### config.mk
export PLATFORM = sky130hd
export DESIGN_NAME = wp_tag_lookup
export DESIGN_NICKNAME = d
export VERILOG_FILES = /design/src/rtl/wpl_pkg.sv /design/src/rtl/wpl_tag_store.sv /design/src/rtl/wpl_data_store.sv /design/src/rtl/wpl_pred_table.sv /design/src/rtl/wpl_ctrl.sv /design/src/rtl/wp_tag_lookup.sv
export SDC_FILE = /design/constraint.sdc
export NUM_CORES = 1
export LEC_CHECK = 0
export BUFFER_PORTS_ARGS = -buffer_cell sky130_fd_sc_hd__clkbuf_2
export CAP_MARGIN = 25
export CORE_AREA = 2 2 420 255
export CTS_BUF_LIST = sky130_fd_sc_hd__clkbuf_8
export DETAILED_ROUTE_END_ITERATION = 8
export DIE_AREA = 0 0 422 257
export PLACE_DENSITY_LB_ADDON = 0.12
export SLEW_MARGIN = 20
export SYNTH_ARGS = -nofsm -noshare
export SYNTH_HDL_FRONTEND = slang
export SYNTH_SLANG_ARGS = --single-unit
### constraint.sdc
create_clock -name clk -period 3.99 [get_ports clk]
set_input_delay 0.798 -clock clk [delete_from_list [all_inputs] [get_ports clk]]
set_output_delay 0.798 -clock clk [all_outputs]
set_load 0.03 [all_outputs]
### src/rtl/wpl_pkg.sv
// Package: shared state encoding and latency codes for the way-predicted
// lookup. Assumes nothing beyond a two-bit latency field.
package wpl_pkg;

    typedef enum logic [1:0] {
        ST_IDLE  = 2'd0,
        ST_PROBE = 2'd1,
        ST_ALL   = 2'd2,
        ST_DATA  = 2'd3
    } lk_state_t;

    localparam logic [1:0] LAT_FAST = 2'd2;
    localparam logic [1:0] LAT_SLOW = 2'd3;

endpackage

### src/rtl/wpl_tag_store.sv
// Module: per-way tag sub-arrays with valid bits and comparators.
// Each way compares only when its read enable is set, so a disabled way
// can never report a match. Assumes a single write port shared by all ways.
module wpl_tag_store #(
    parameter int WAYS  = 4,
    parameter int SETS  = 8,
    parameter int TAG_W = 6,
    parameter int IDX_W = $clog2(SETS),
    parameter int WAY_W = $clog2(WAYS)
) (
    input  logic             clk,
    input  logic             rst_n,
    input  logic [WAYS-1:0]  rd_en,
    input  logic [IDX_W-1:0] rd_idx,
    input  logic [TAG_W-1:0] rd_tag,
    output logic [WAYS-1:0]  match,
    input  logic             wr_en,
    input  logic [IDX_W-1:0] wr_idx,
    input  logic [WAY_W-1:0] wr_way,
    input  logic [TAG_W-1:0] wr_tag
);

    for (genvar w = 0; w < WAYS; w++) begin : g_way
        logic [TAG_W-1:0] tag_mem [SETS];
        logic [SETS-1:0]  vld;

        // Install a tag and set its valid bit; reset invalidates the way.
        always_ff @(posedge clk) begin
            if (!rst_n) begin
                vld <= '0;
            end else if (wr_en && (wr_way == WAY_W'(w))) begin
                vld[wr_idx]     <= 1'b1;
                tag_mem[wr_idx] <= wr_tag;
            end
        end

        // Enabled, valid and equal tag gives a match for this way.
        assign match[w] = rd_en[w] && vld[rd_idx] && (tag_mem[rd_idx] == rd_tag);
    end

endmodule

### src/rtl/wpl_data_store.sv
// Module: per-way data sub-arrays. Only enabled ways drive the read
// result; the enables are expected to be one-hot or zero. No reset on
// storage: a word is only read after it has been written.
module wpl_data_store #(
    parameter int WAYS   = 4,
    parameter int SETS   = 8,
    parameter int DATA_W = 16,
    parameter int IDX_W  = $clog2(SETS),
    parameter int WAY_W  = $clog2(WAYS)
) (
    input  logic              clk,
    input  logic [WAYS-1:0]   rd_en,
    input  logic [IDX_W-1:0]  rd_idx,
    output logic [DATA_W-1:0] rd_data,
    input  logic              wr_en,
    input  logic [IDX_W-1:0]  wr_idx,
    input  logic [WAY_W-1:0]  wr_way,
    input  logic [DATA_W-1:0] wr_data
);

    logic [DATA_W-1:0] way_out [WAYS];

    for (genvar w = 0; w < WAYS; w++) begin : g_way
        logic [DATA_W-1:0] mem [SETS];

        // Refill write into this way.
        always_ff @(posedge clk) begin
            if (wr_en && (wr_way == WAY_W'(w))) begin
                mem[wr_idx] <= wr_data;
            end
        end

        assign way_out[w] = mem[rd_idx];
    end

    // Merge the enabled ways' words into one read result.
    always_comb begin
        rd_data = '0;
        for (int w = 0; w < WAYS; w++) begin
            if (rd_en[w]) begin
                rd_data = rd_data | way_out[w];
            end
        end
    end

endmodule

### src/rtl/wpl_pred_table.sv
// Module: one predicted-way entry per set. A refill takes priority over a
// retraining update in the same cycle. Assumes asynchronous read.
module wpl_pred_table #(
    parameter int SETS  = 8,
    parameter int WAYS  = 4,
    parameter int IDX_W = $clog2(SETS),
    parameter int WAY_W = $clog2(WAYS)
) (
    input  logic             clk,
    input  logic             rst_n,
    input  logic [IDX_W-1:0] rd_idx,
    output logic [WAY_W-1:0] rd_way,
    input  logic             upd_en,
    input  logic [IDX_W-1:0] upd_idx,
    input  logic [WAY_W-1:0] upd_way,
    input  logic             fill_en,
    input  logic [IDX_W-1:0] fill_idx,
    input  logic [WAY_W-1:0] fill_way
);

    logic [WAY_W-1:0] pred [SETS];

    // Reset to way 0; refill first, otherwise retrain from an all-ways hit.
    always_ff @(posedge clk) begin
        if (!rst_n) begin
            for (int s = 0; s < SETS; s++) begin
                pred[s] <= '0;
            end
        end else if (fill_en) begin
            pred[fill_idx] <= fill_way;
        end else if (upd_en) begin
            pred[upd_idx] <= upd_way;
        end
    end

    assign rd_way = pred[rd_idx];

    AST_PRED_RETRAIN: assert property (@(posedge clk) disable iff (!rst_n)
        (upd_en && !fill_en) |=> (pred[$past(upd_idx)] == $past(upd_way)));

    AST_PRED_FILL: assert property (@(posedge clk) disable iff (!rst_n)
        fill_en |=> (pred[$past(fill_idx)] == $past(fill_way)));

endmodule

### src/rtl/wpl_ctrl.sv
// Module: lookup sequencer. It handles one request at a time: a
// predicted-way probe, an optional all-ways probe, a single-way data read,
// then a registered response. It assumes the tag store gates matches with
// the read enables it drives.
module wpl_ctrl
    import wpl_pkg::*;
#(
    parameter int WAYS   = 4,
    parameter int TAG_W  = 6,
    parameter int DATA_W = 16,
    parameter int IDX_W  = 3,
    parameter int WAY_W  = 2
) (
    input  logic              clk,
    input  logic              rst_n,
    input  logic              req_valid,
    output logic              req_ready,
    input  logic [IDX_W-1:0]  req_idx,
    input  logic [TAG_W-1:0]  req_tag,
    output logic [IDX_W-1:0]  lk_idx,
    output logic [TAG_W-1:0]  lk_tag,
    input  logic [WAY_W-1:0]  pred_way,
    input  logic [WAYS-1:0]   tag_match,
    output logic [WAYS-1:0]   tag_rd_en,
    output logic [WAYS-1:0]   data_rd_en,
    input  logic [DATA_W-1:0] rd_data,
    output logic              upd_en,
    output logic [WAY_W-1:0]  upd_way,
    output logic              rsp_valid,
    output logic              rsp_hit,
    output logic [WAY_W-1:0]  rsp_way,
    output logic [1:0]        rsp_lat,
    output logic [DATA_W-1:0] rsp_data
);

    lk_state_t         state;
    logic [IDX_W-1:0]  idx_q;
    logic [TAG_W-1:0]  tag_q;
    logic [WAY_W-1:0]  way_q;
    logic              slow_q;
    logic [WAY_W-1:0]  found_way;

    assign req_ready = (state == ST_IDLE);
    assign lk_idx    = idx_q;
    assign lk_tag    = tag_q;
    assign upd_way   = found_way;

    // Encode the lowest matching way.
    always_comb begin
        found_way = '0;
        for (int w = WAYS - 1; w >= 0; w--) begin
            if (tag_match[w]) begin
                found_way = WAY_W'(w);
            end
        end
    end

    // Sub-array enables and predictor retrain strobe, by state.
    always_comb begin
        tag_rd_en  = '0;
        data_rd_en = '0;
        upd_en     = 1'b0;
        case (state)
            ST_PROBE: tag_rd_en[pred_way] = 1'b1;
            ST_ALL: begin
                tag_rd_en = '1;
                upd_en    = |tag_match;
            end
            ST_DATA:  data_rd_en[way_q] = 1'b1;
            default: ;
        endcase
    end

    // State sequence, request capture and registered response.
    always_ff @(posedge clk) begin
        if (!rst_n) begin
            state     <= ST_IDLE;
            idx_q     <= '0;
            tag_q     <= '0;
            way_q     <= '0;
            slow_q    <= 1'b0;
            rsp_valid <= 1'b0;
            rsp_hit   <= 1'b0;
            rsp_way   <= '0;
            rsp_lat   <= '0;
            rsp_data  <= '0;
        end else begin
            rsp_valid <= 1'b0;
            case (state)
                ST_IDLE: begin
                    if (req_valid) begin
                        idx_q  <= req_idx;
                        tag_q  <= req_tag;
                        slow_q <= 1'b0;
                        state  <= ST_PROBE;
                    end
                end
                ST_PROBE: begin
                    if (|tag_match) begin
                        way_q <= pred_way;
                        state <= ST_DATA;
                    end else begin
                        state <= ST_ALL;
                    end
                end
                ST_ALL: begin
                    if (|tag_match) begin
                        way_q  <= found_way;
                        slow_q <= 1'b1;
                        state  <= ST_DATA;
                    end else begin
                        rsp_valid <= 1'b1;
                        rsp_hit   <= 1'b0;
                        rsp_way   <= '0;
                        rsp_lat   <= LAT_FAST;
                        rsp_data  <= '0;
                        state     <= ST_IDLE;
                    end
                end
                ST_DATA: begin
                    rsp_valid <= 1'b1;
                    rsp_hit   <= 1'b1;
                    rsp_way   <= way_q;
                    rsp_lat   <= slow_q ? LAT_SLOW : LAT_FAST;
                    rsp_data  <= rd_data;
                    state     <= ST_IDLE;
                end
                default: state <= ST_IDLE;
            endcase
        end
    end

    AST_PROBE_SINGLE: assert property (@(posedge clk) disable iff (!rst_n)
        (req_valid && req_ready) |=> ($countones(tag_rd_en) == 1));

    AST_FAST_HIT_PATH: assert property (@(posedge clk) disable iff (!rst_n)
        (rsp_valid && rsp_hit && rsp_lat == LAT_FAST)
            |-> ($past(data_rd_en) != '0 && $countones($past(tag_rd_en, 2)) == 1));

    AST_DATA_AFTER_MATCH: assert property (@(posedge clk) disable iff (!rst_n)
        (data_rd_en != '0) |-> (($past(tag_match) & data_rd_en) != '0));

    AST_ALL_ONLY_AFTER_MISS: assert property (@(posedge clk) disable iff (!rst_n)
        (tag_rd_en == '1 && WAYS > 1)
            |-> ($past(tag_rd_en) != '0 && $past(tag_match) == '0 && !req_ready));

    AST_MISS_FULL_CHECK: assert property (@(posedge clk) disable iff (!rst_n)
        (rsp_valid && !rsp_hit) |-> ($past(tag_rd_en) == '1 && $past(tag_match) == '0));

    AST_SLOW_HIT_PATH: assert property (@(posedge clk) disable iff (!rst_n)
        (rsp_valid && rsp_hit && rsp_lat == LAT_SLOW) |-> ($past(tag_rd_en, 2) == '1));

    AST_RSP_PULSE: assert property (@(posedge clk) disable iff (!rst_n)
        rsp_valid |-> (req_ready && !$past(rsp_valid)));

endmodule

### src/rtl/wp_tag_lookup.sv
// Module: top of the way-predicted lookup. It connects the prediction
// table, the tag and data sub-arrays and the sequencer. It assumes that
// refill writes are issued by outside logic that chooses the victim way.
module wp_tag_lookup #(
    parameter int WAYS   = 4,
    parameter int SETS   = 8,
    parameter int TAG_W  = 6,
    parameter int DATA_W = 16,
    localparam int IDX_W = $clog2(SETS),
    localparam int WAY_W = $clog2(WAYS)
) (
    input  logic              clk,
    input  logic              rst_n,
    input  logic              req_valid,
    output logic              req_ready,
    input  logic [IDX_W-1:0]  req_idx,
    input  logic [TAG_W-1:0]  req_tag,
    input  logic              fill_valid,
    input  logic [IDX_W-1:0]  fill_idx,
    input  logic [WAY_W-1:0]  fill_way,
    input  logic [TAG_W-1:0]  fill_tag,
    input  logic [DATA_W-1:0] fill_data,
    output logic              rsp_valid,
    output logic              rsp_hit,
    output logic [WAY_W-1:0]  rsp_way,
    output logic [1:0]        rsp_lat,
    output logic [DATA_W-1:0] rsp_data,
    output logic [WAYS-1:0]   tag_rd_en,
    output logic [WAYS-1:0]   data_rd_en
);

    logic [IDX_W-1:0]  lk_idx;
    logic [TAG_W-1:0]  lk_tag;
    logic [WAY_W-1:0]  pred_way;
    logic [WAYS-1:0]   tag_match;
    logic [DATA_W-1:0] rd_data;
    logic              upd_en;
    logic [WAY_W-1:0]  upd_way;

    wpl_pred_table #(.SETS(SETS), .WAYS(WAYS)) u_pred (
        .clk(clk), .rst_n(rst_n),
        .rd_idx(lk_idx), .rd_way(pred_way),
        .upd_en(upd_en), .upd_idx(lk_idx), .upd_way(upd_way),
        .fill_en(fill_valid), .fill_idx(fill_idx), .fill_way(fill_way)
    );

    wpl_tag_store #(.WAYS(WAYS), .SETS(SETS), .TAG_W(TAG_W)) u_tags (
        .clk(clk), .rst_n(rst_n),
        .rd_en(tag_rd_en), .rd_idx(lk_idx), .rd_tag(lk_tag), .match(tag_match),
        .wr_en(fill_valid), .wr_idx(fill_idx), .wr_way(fill_way), .wr_tag(fill_tag)
    );

    wpl_data_store #(.WAYS(WAYS), .SETS(SETS), .DATA_W(DATA_W)) u_data (
        .clk(clk),
        .rd_en(data_rd_en), .rd_idx(lk_idx), .rd_data(rd_data),
        .wr_en(fill_valid), .wr_idx(fill_idx), .wr_way(fill_way), .wr_data(fill_data)
    );

    wpl_ctrl #(.WAYS(WAYS), .TAG_W(TAG_W), .DATA_W(DATA_W),
               .IDX_W(IDX_W), .WAY_W(WAY_W)) u_ctrl (
        .clk(clk), .rst_n(rst_n),
        .req_valid(req_valid), .req_ready(req_ready),
        .req_idx(req_idx), .req_tag(req_tag),
        .lk_idx(lk_idx), .lk_tag(lk_tag),
        .pred_way(pred_way), .tag_match(tag_match),
        .tag_rd_en(tag_rd_en), .data_rd_en(data_rd_en), .rd_data(rd_data),
        .upd_en(upd_en), .upd_way(upd_way),
        .rsp_valid(rsp_valid), .rsp_hit(rsp_hit), .rsp_way(rsp_way),
        .rsp_lat(rsp_lat), .rsp_data(rsp_data)
    );

    AST_INVALID_NO_MATCH: assert property (@(posedge clk) disable iff (!rst_n)
        $past(!rst_n) |-> (tag_match == '0));

endmodule

==> impl_metrics.ini, run 1 <==
[timing]
max_freq_mhz = 269.2
fin_worst_skew_ns = 0.03464
rsz0062_at_grt = no
timing.slew.headroom_pct = 41.35
hold-worst-slack_ns = 0.2241
fin_crit_ns = 3.715
period_share_pct = 93.10
final_max_slew_viol_count = 0
setup_viol = 0
tightest_slew_ns = 0.8766
hold_viol = 0
setup_tns_ns = 0

[clock_network]
cts.htree.levels = 3
numCtsBuffers = 120
cts_buffer_depth = 3
clock_sinks = 791
clkLatencyLatePin_ns = 0.84
cts_root_buf = clkbuf_8
cts_tree = built
clk_pin_slew_ns = 0.06
ctsHoldBuffers = 0

[final_layout]
fill_cells = 9934
layout-area-overhead-vs-synth_pct = 16.33
fin_nets = 1883
final_layout_size_suffix_gt1_share_pct = 29.75
mostFrequentLayoutCells = edfxtp_1, mux4_2, buf_4, clkbuf_8, mux2i_1
layout.cells.most_common = edfxtp_1

[setup_path]
critical_path_class = reg -> out
endpoint_kind = primary output
arrival_ns = 2.92
cp_max_fo = 13
critPathLaunchType = flop
cp.required_ns = 3.19

[synthesis]
syn_area_per_cell_um2 = 19.35
yosysTopAreaCellShare_pct = 69.29
synth_top_cell_by_area = edfxtp_1
synth.area.top_cells = edfxtp_1, mux4_2, dfxtp_1
synth_fp_nets = 1657
synth_edf_count = 720
netlist_instances = 1613
yosys_register_bits = 791
yosysWarnings = 0
synth_cell_types = 58
synth-async-reset-ratio_pct = 0
syn_area_mm2 = 0.03120
ys.flop_type = edfxtp_1
synth-seq-area-share_pct = 73.84

[grt]
grt.total_usage_pct = 16.54
antenna_found_initial = 9
grt_remaining_overflow = 0
grt_pass1_wl_um = 127100
grt_pass1_vias = 16650
grt_max_degree = 75

[detailed_routing]
first_pass_iters = 5
antenna_left = 0
vias = 16320
post_drt_wl_per_cell_um = 26.80
routed_wl_um = 89940
drc_errors = 0
first_iter_violations = 1324
via_per_inst = 4.863

[pwr]
irDropWorstVdd_uv = 255.9
p_leak_uw = 0.01169
powerDensity_mw_per_mm2 = 466.3

[die]
dieWidth_um = 422
die_h_um = 257
rows = 92
dieArea_mm2 = 0.1085
io_pins = 71
coreArea_mm2 = 0.1045
start_util_pct = 29.85

[run]
cap_violations = 0

[outcome]
status = finished clean

[placement]
dp.final_hpwl_um = 55350
io_buffers = 70
gp_congestion = 0.7909

[min_path]
hold_class = in -> reg
routing by layer:
layer | track usage [%] | part of all wire, %
met1 | 25.61 | 49
met2 | 23.44 | 42
met3 | 3.747 | 6.5
met4 | 3.661 | 1.9
met5 | 0 | 0
stage by stage:
| stage | worst slack, ns | instances | utilization [%] | instance area, um2 | total power, uW |
|---|---|---|---|---|---|
| final | 0.2753 | 3356 | 34.73 | 36300 | 16930 |
| after global routing | 0.05163 | 3352 | 34.72 | 36290 | 17610 |
| after CTS | 0.1998 | 3346 | 34.70 | 36270 | 17180 |
| after detailed placement | 0.1907 | 3127 | 32.56 | 34030 | 10710 |
| after global placement | 0.1606 | 3127 | 32.56 | 34030 | 10700 |
| after floorplan | 0.3105 | 1613 | - | 31200 | 10130 |
cell usage after synthesis (4+ instances only):
cell,n
nor3_1,15
o22ai_1,33
o21a_1,20
mux4_2,179
nor2b_1,10
buf_4,7
or2_2,5
nand2_1,32
nand3_1,9
clkbuf_1,54
nand2b_1,4
a21oi_1,16
xor2_1,4
edfxtp_1,720
buf_1,12
nand3b_1,4
o21ai_0,11
mux2i_1,111
a21o_1,33
and4_1,4
ha_1,4
buf_2,23
inv_1,32
dfxtp_1,71
nor3b_1,18
a211oi_1,29
xnor2_1,17
nor2_1,92
final timing paths:
kind,cells past startpoint,slack (ns),to,from
setup reg to reg,12,0.28,u_pred.pred[3][1],flop
setup / recovery,5,0.28,tag_rd_en[0],flop
hold / removal,3,0.22,u_ctrl.lk_tag[2],req_tag[2]
hold reg to reg,1,0.45,u_tags.g_way[0].vld[2],u_tags.g_way[0].vld[2]
power breakdown:
part           leakage (uW)  switching, uW  internal [uW]  total, uW
Sequential          0.00709           73.5           9140       9210
Clock               0.00136           3310           3100       6410
Combinational       0.00325            771            531       1300
sequential cells by signal, summed over array words and instances, names as in the netlist, named ones only:
signal and cells:
u_tags.g_way.vld 32, u_tags.g_way.tag_mem 192, u_ctrl.rsp_lat 2, u_pred.pred 16
u_ctrl.slow_q 1, u_data.g_way.mem 512, u_ctrl.state 2, u_ctrl.rsp_way 2
u_ctrl.rsp_valid 1, u_ctrl.lk_idx 3, u_ctrl.rsp_data 16, u_ctrl.lk_tag 6
u_ctrl.way_q 2, u_ctrl.rsp_hit 1
cells by family after synthesis:
kind of cell / share of synthesized area [%]
DFF: 73.84
muxes: 16.65
and+or+nand+nor: 3.332
AOI/OAI and AO/OA: 3.557
buffers and inverters: 1.865
xor gates and xnor gates: 0.5894
adders and majority gates: 0.1604
layout make-up:
cell class	count	area (um2)	share of cell area, %
clock inverters	95	533.0	1.468
well taps	1410	1764	4.860
flip-flops and latches	791	23050	63.51
inverters	33	123.9	0.3413
diodes	10	25.02	0.06894
repair buffers	203	1411	3.888
multi-input cells	690	7681	21.16
clock buffers	124	1707	4.702
critical path, cell delays in order (launching register included):
cell and delay, ns:
dfxtp_4 0.51, mux2i_1 0.30, mux4_2 0.30, nor2_1 0.08
nor3b_1 0.58, clkbuf_2 0.32
repair_timing:
action                     in CTS  in global routing
resized for setup               1                  0
setup endpoints to repair       1                  0
setup buffers                   0                  0
Note: power is estimated with default switching activity, not from simulation.
==> run 2, diff against run 1 <==
--- a/config.mk
+++ b/config.mk
@@ -7,10 +7,10 @@
 export LEC_CHECK = 0
 export BUFFER_PORTS_ARGS = -buffer_cell sky130_fd_sc_hd__clkbuf_2
 export CAP_MARGIN = 25
-export CORE_AREA = 2 2 420 255
+export CORE_AREA = 2 2 326 199
 export CTS_BUF_LIST = sky130_fd_sc_hd__clkbuf_8
 export DETAILED_ROUTE_END_ITERATION = 8
-export DIE_AREA = 0 0 422 257
+export DIE_AREA = 0 0 328 201
 export PLACE_DENSITY_LB_ADDON = 0.12
 export SLEW_MARGIN = 20
 export SYNTH_ARGS = -nofsm -noshare
==> impl_metrics.ini, run 2 (same netlist as run 1, synthesis figures left out) <==
[detailed_routing]
post_drt_wl_per_cell_um = 28.86
via_per_inst = 5.967
first_iter_violations = 1830
vias = 16290
routed_wl_um = 78760
first_pass_iters = 7
antenna_left = 0
drc_errors = 0

[timing]
tightest_slew_ns = 1.052
hold_viol = 0
final_max_slew_viol_count = 0
max_freq_mhz = 260.1
setup_tns_ns = 0
fin_crit_ns = 3.845
setup_viol = 0
period_share_pct = 96.36
timing.slew.headroom_pct = 29.89
hold-worst-slack_ns = 0.2773
fin_worst_skew_ns = 0.05152
rsz0062_at_grt = no

[placement]
dp.final_hpwl_um = 49820
io_buffers = 70
placed_area_mm2 = 0.03303
dp.cells = 2528
gp_congestion = 0.8567

[pwr]
irDropWorstVdd_uv = 263.5
powerDensity_mw_per_mm2 = 467.9
p_leak_uw = 0.01137
internal_power_uw = 12590
clockPowerShare_pct = 36.4
p_switching_uw = 3838
swShare_pct = 23.36
combinationalPowerShare_pct = 7.5
pwr-share-seq_pct = 56.1

[final_layout]
top_regs = u_data.g_way.mem x512, u_tags.g_way.tag_mem x192, u_tags.g_way.vld x32
largest-register = u_data.g_way.mem
fin_nets = 1837
final_cell_area_mm2 = 0.03511
final_layout_size_suffix_gt1_share_pct = 28.22
final_cells = 2729
diodes = 0
largest_reg_flops = 512
layout-area-overhead-vs-synth_pct = 12.53
layout.cells.most_common = edfxtp_1
mostFrequentLayoutCells = edfxtp_1, mux4_2, clkbuf_8, mux2i_1, buf_4

[grt]
grt_max_degree = 93
grt_pass1_vias = 16090
grt.total_usage_pct = 24.08
grt_pass1_wl_um = 112700
grt_remaining_overflow = 0
antenna_found_initial = 1

[die]
dieWidth_um = 328
io_pins = 71
dieArea_mm2 = 0.06593
coreArea_mm2 = 0.06333
start_util_pct = 49.27
rows = 72
die_h_um = 201

[clock_network]
numCtsBuffers = 113
clock_sinks = 791
cts_buffer_depth = 3
cts_root_buf = clkbuf_8
ctsHoldBuffers = 0
cts_setup_buffers = 0
cts_tree = built
clkLatencyLatePin_ns = 0.75
cts.htree.levels = 3
clk_pin_slew_ns = 0.07
cts_resized = 0

[outcome]
status = finished clean

[setup_path]
endpoint = u_pred.pred[3][0]
reg2reg_depth = 9
cp_max_fo = 13
arrival_ns = 4.25
critPathLaunchType = flop
endpoint_kind = flop
r2r_slack_ns = 0.15
critical_path_class = reg -> reg
cp.required_ns = 4.40
reg2reg_to = u_pred.pred[3][0]

[min_path]
hold_class = in -> reg

[run]
cap_violations = 0
run 2: cell types whose count changed in the layout (fill, tap and decap cells not counted), moves of 2 or more:
cell	before	now
diode_2	10	0
inv_1	91	76
clkinv_1	18	21
buf_4	128	88
inv_12	3	0
clkbuf_8	124	120
clkinv_8	2	0
run 2: power by group through the flow:
stage	Clock (uW)	Combinational (uW)	Sequential, uW
finish	5980	1230	9210
global route	6460	1320	9210
CTS	6100	1240	9210
detailed placement	0	1240	9390
global placement	0	1220	9380
floorplan	0	790	9340
run 2: cell type report:
type / instances / area, um2
well taps: 851 / 1065
repair buffers: 164 / 1126
clock buffers: 120 / 1652
clock inverters: 80 / 414.1
inverters: 33 / 123.9
flip-flops and latches: 791 / 23050
fillers: 4892 / 28220
multi-input cells: 690 / 7679
run 2: worst min path at each step:
stage	slack, ns	depth (start not counted)	endpoint	start
2_1_floorplan	0.42	1	u_tags.g_way[0].vld[2]	u_tags.g_way[0].vld[2]
3_3_place_gp	0.43	1	u_tags.g_way[3].vld[3]	u_tags.g_way[3].vld[3]
3_5_place_dp	0.43	1	u_tags.g_way[2].vld[3]	u_tags.g_way[2].vld[3]
4_1_cts	0.23	3	u_ctrl.lk_tag[3]	req_tag[3]
5_1_grt	0.25	3	u_ctrl.lk_tag[0]	req_tag[0]
6_report	0.28	3	u_ctrl.lk_tag[3]	req_tag[3]
run 2: worst max-delay path, cell delays in order (launching register included):
cell and delay, ns:
dfxtp_4 0.55, buf_8 0.23, mux2i_1 0.09, mux4_2 0.48, a21bo_2 0.23, or2_1 0.28, or4_1 0.66, a41o_1 0.40
mux2i_2 0.24, o21ai_0 0.34
run 2: metrics by stage:
step | setup slack (ns) | util [%] | total power [uW]
after floorplan | 0.3105 | - | 10130
after global placement | 0.2652 | 52.16 | 10600
after detailed placement | 0.1814 | 52.16 | 10620
after CTS | 0.1668 | 55.42 | 16550
after global routing | 0.02726 | 55.44 | 16990
final | 0.1451 | 55.44 | 16430
run 2: metal layers:
metal	global-route usage [%]	part of all wire [%]	vias up
met3	6.551	8.8	88
met5	0	0	-
li1	-	-	6891
met2	32.30	42	659
met1	39.12	48	8647
met4	5.161	1.4	0
==> run 3, diff against run 2 <==
--- a/config.mk
+++ b/config.mk
@@ -6,11 +6,10 @@
 export NUM_CORES = 1
 export LEC_CHECK = 0
 export BUFFER_PORTS_ARGS = -buffer_cell sky130_fd_sc_hd__clkbuf_2
-export CAP_MARGIN = 25
-export CORE_AREA = 2 2 326 199
+export CORE_AREA = 4 4 328 201
 export CTS_BUF_LIST = sky130_fd_sc_hd__clkbuf_8
 export DETAILED_ROUTE_END_ITERATION = 8
-export DIE_AREA = 0 0 328 201
+export DIE_AREA = 0 0 332 205
 export PLACE_DENSITY_LB_ADDON = 0.12
 export SLEW_MARGIN = 20
 export SYNTH_ARGS = -nofsm -noshare
==> constraint.sdc (replaced) <==
create_clock -name clk -period 3.4 [get_ports clk]
set_input_delay 0.68 -clock clk [delete_from_list [all_inputs] [get_ports clk]]
set_output_delay 0.68 -clock clk [all_outputs]
set_load 0.03 [all_outputs]
==> impl_metrics.ini, run 3 (same netlist as run 1, synthesis figures left out) <==
[setup_path]
reg2reg_depth = 11
reg2reg_to = u_pred.pred[7][0]
critical_path_class = reg -> reg
r2r_slack_ns = -0.09
critPathLaunchType = flop
arrival_ns = 4.02
endpoint_kind = flop
cp_max_fo = 11
cp.required_ns = 3.94

[min_path]
hold_class = in -> reg
worst_hold_path.endpoint = u_ctrl.lk_tag[0]
whs_path_depth = 3
hp-start = req_tag[0]

[final_layout]
largest-register = u_data.g_way.mem
layout-area-overhead-vs-synth_pct = 16.16
final_util_pct = 57.96
mostFrequentLayoutCells = edfxtp_1, mux4_2, buf_4, clkbuf_8, mux2i_1
final_cell_area_mm2 = 0.03625
fin_nets = 1937
final_layout_size_suffix_gt1_share_pct = 33.32
final_cells = 2829
layout.cells.most_common = edfxtp_1
fill_cells = 4768
largest_reg_flops = 512
top_regs = u_data.g_way.mem x512, u_tags.g_way.tag_mem x192, u_tags.g_way.vld x32

[die]
io_pins = 71
die_h_um = 205
rows = 71
coreArea_mm2 = 0.06254
start_util_pct = 49.89
dieWidth_um = 332
dieArea_mm2 = 0.06806

[detailed_routing]
first_pass_iters = 5
vias = 16960
first_iter_violations = 2051
antenna_left = 0
via_per_inst = 5.994
post_drt_wl_per_cell_um = 28.89
routed_wl_um = 81730
drc_errors = 0

[run]
cap_violations = 0

[timing]
timing.slew.headroom_pct = 39.83
tightest_slew_ns = 0.8992
fin_crit_ns = 3.485
fin_worst_skew_ns = 0.04393
rsz0062_at_grt = yes
hold_viol = 0
max_freq_mhz = 286.9
period_share_pct = 102.5
hold-worst-slack_ns = 0.1587
setup_viol = 21
final_max_slew_viol_count = 0
fin_ws_ns = -0.08520

[placement]
io_buffers = 70
dp.cells = 2596
dp.final_hpwl_um = 50210
gp_congestion = 0.8673
placed_area_mm2 = 0.03369

[pwr]
total_power_uw = 19440
p_leak_uw = 0.01194
powerDensity_mw_per_mm2 = 536.4
irDropWorstVdd_uv = 338.1

[clock_network]
cts_tree = built
ctsHoldBuffers = 0
numCtsBuffers = 112
cts_root_buf = clkbuf_8
cts.htree.levels = 3
clock_sinks = 791
clk_pin_slew_ns = 0.07
cts_buffer_depth = 3
clkLatencyLatePin_ns = 0.75

[grt]
grt_pass1_vias = 16790
grt.total_usage_pct = 24.16
grt_remaining_overflow = 0
grt_pass1_wl_um = 117500
antenna_found_initial = 4
grt_max_degree = 66

[outcome]
violations = setup timing
status = finished, violations left
run 3: cell type report:
class	instances	area, um2	area share [%]
flip-flops and latches	791	23050	63.60
multi-input cells	690	7816	21.56
clock buffers	118	1624	4.480
repair buffers	265	2128	5.872
clock inverters	90	441.7	1.219
well taps	839	1050	2.896
diodes	3	7.507	0.02071
inverters	33	126.4	0.3486
run 3: worst max-delay path by stage:
stage | from | to | slack [ns] | cells after the start
2_1_floorplan | flop | u_pred.pred[6][0] | 0.05 | 12
3_3_place_gp | flop | u_pred.pred[6][1] | -0.24 | 11
3_5_place_dp | flop | u_pred.pred[7][0] | -0.33 | 12
4_1_cts | flop | tag_rd_en[2] | -0.08 | 8
5_1_grt | flop | u_pred.pred[4][0] | -0.18 | 11
6_report | flop | u_pred.pred[7][0] | -0.09 | 11
run 3: timing repair:
action / in CTS / in global routing
resized for setup: 22 / 36
endpoints found under the hold margin: 0 / 0
pin swaps: 7 / 7
setup buffers: 13 / 7
setup endpoints to repair: 56 / 57
gates cloned: 2 / 0
run 3: per-stage QoR:
| stage | worst slack [ns] | TNS (ns) |
|---|---|---|
| after floorplan | 0.05008 | 0 |
| after global placement | -0.2374 | -6.244 |
| after detailed placement | -0.3310 | -8.626 |
| after CTS | -0.08267 | -0.1247 |
| after global routing | -0.1819 | -3.751 |
| final | -0.08520 | -1.096 |
run 3: power breakdown:
part           switching (uW)  internal, uW
clock network            3590          3370
logic                     951           734
registers                69.7         10700
run 3: worst max-delay path, stage by stage, from the launching register on:
cell	delay [ns]
dfxtp_4	0.40
buf_12	0.18
mux4_2	0.56
mux2i_1	0.17
buf_4	0.14
xor2_2	0.15
nand3_2	0.16
or4_4	0.50
a41o_4	0.36
mux2_4	0.34
buf_6	0.14
a211oi_2	0.17
run 3: layer usage:
metal	track usage, %	vias to the layer above	wire [um]
met4	5.003	0	1258
li1	-	7115	-
met5	0	-	0
met1	38.26	8923	38070
met2	32.84	811	33570
met3	7.631	107	8835
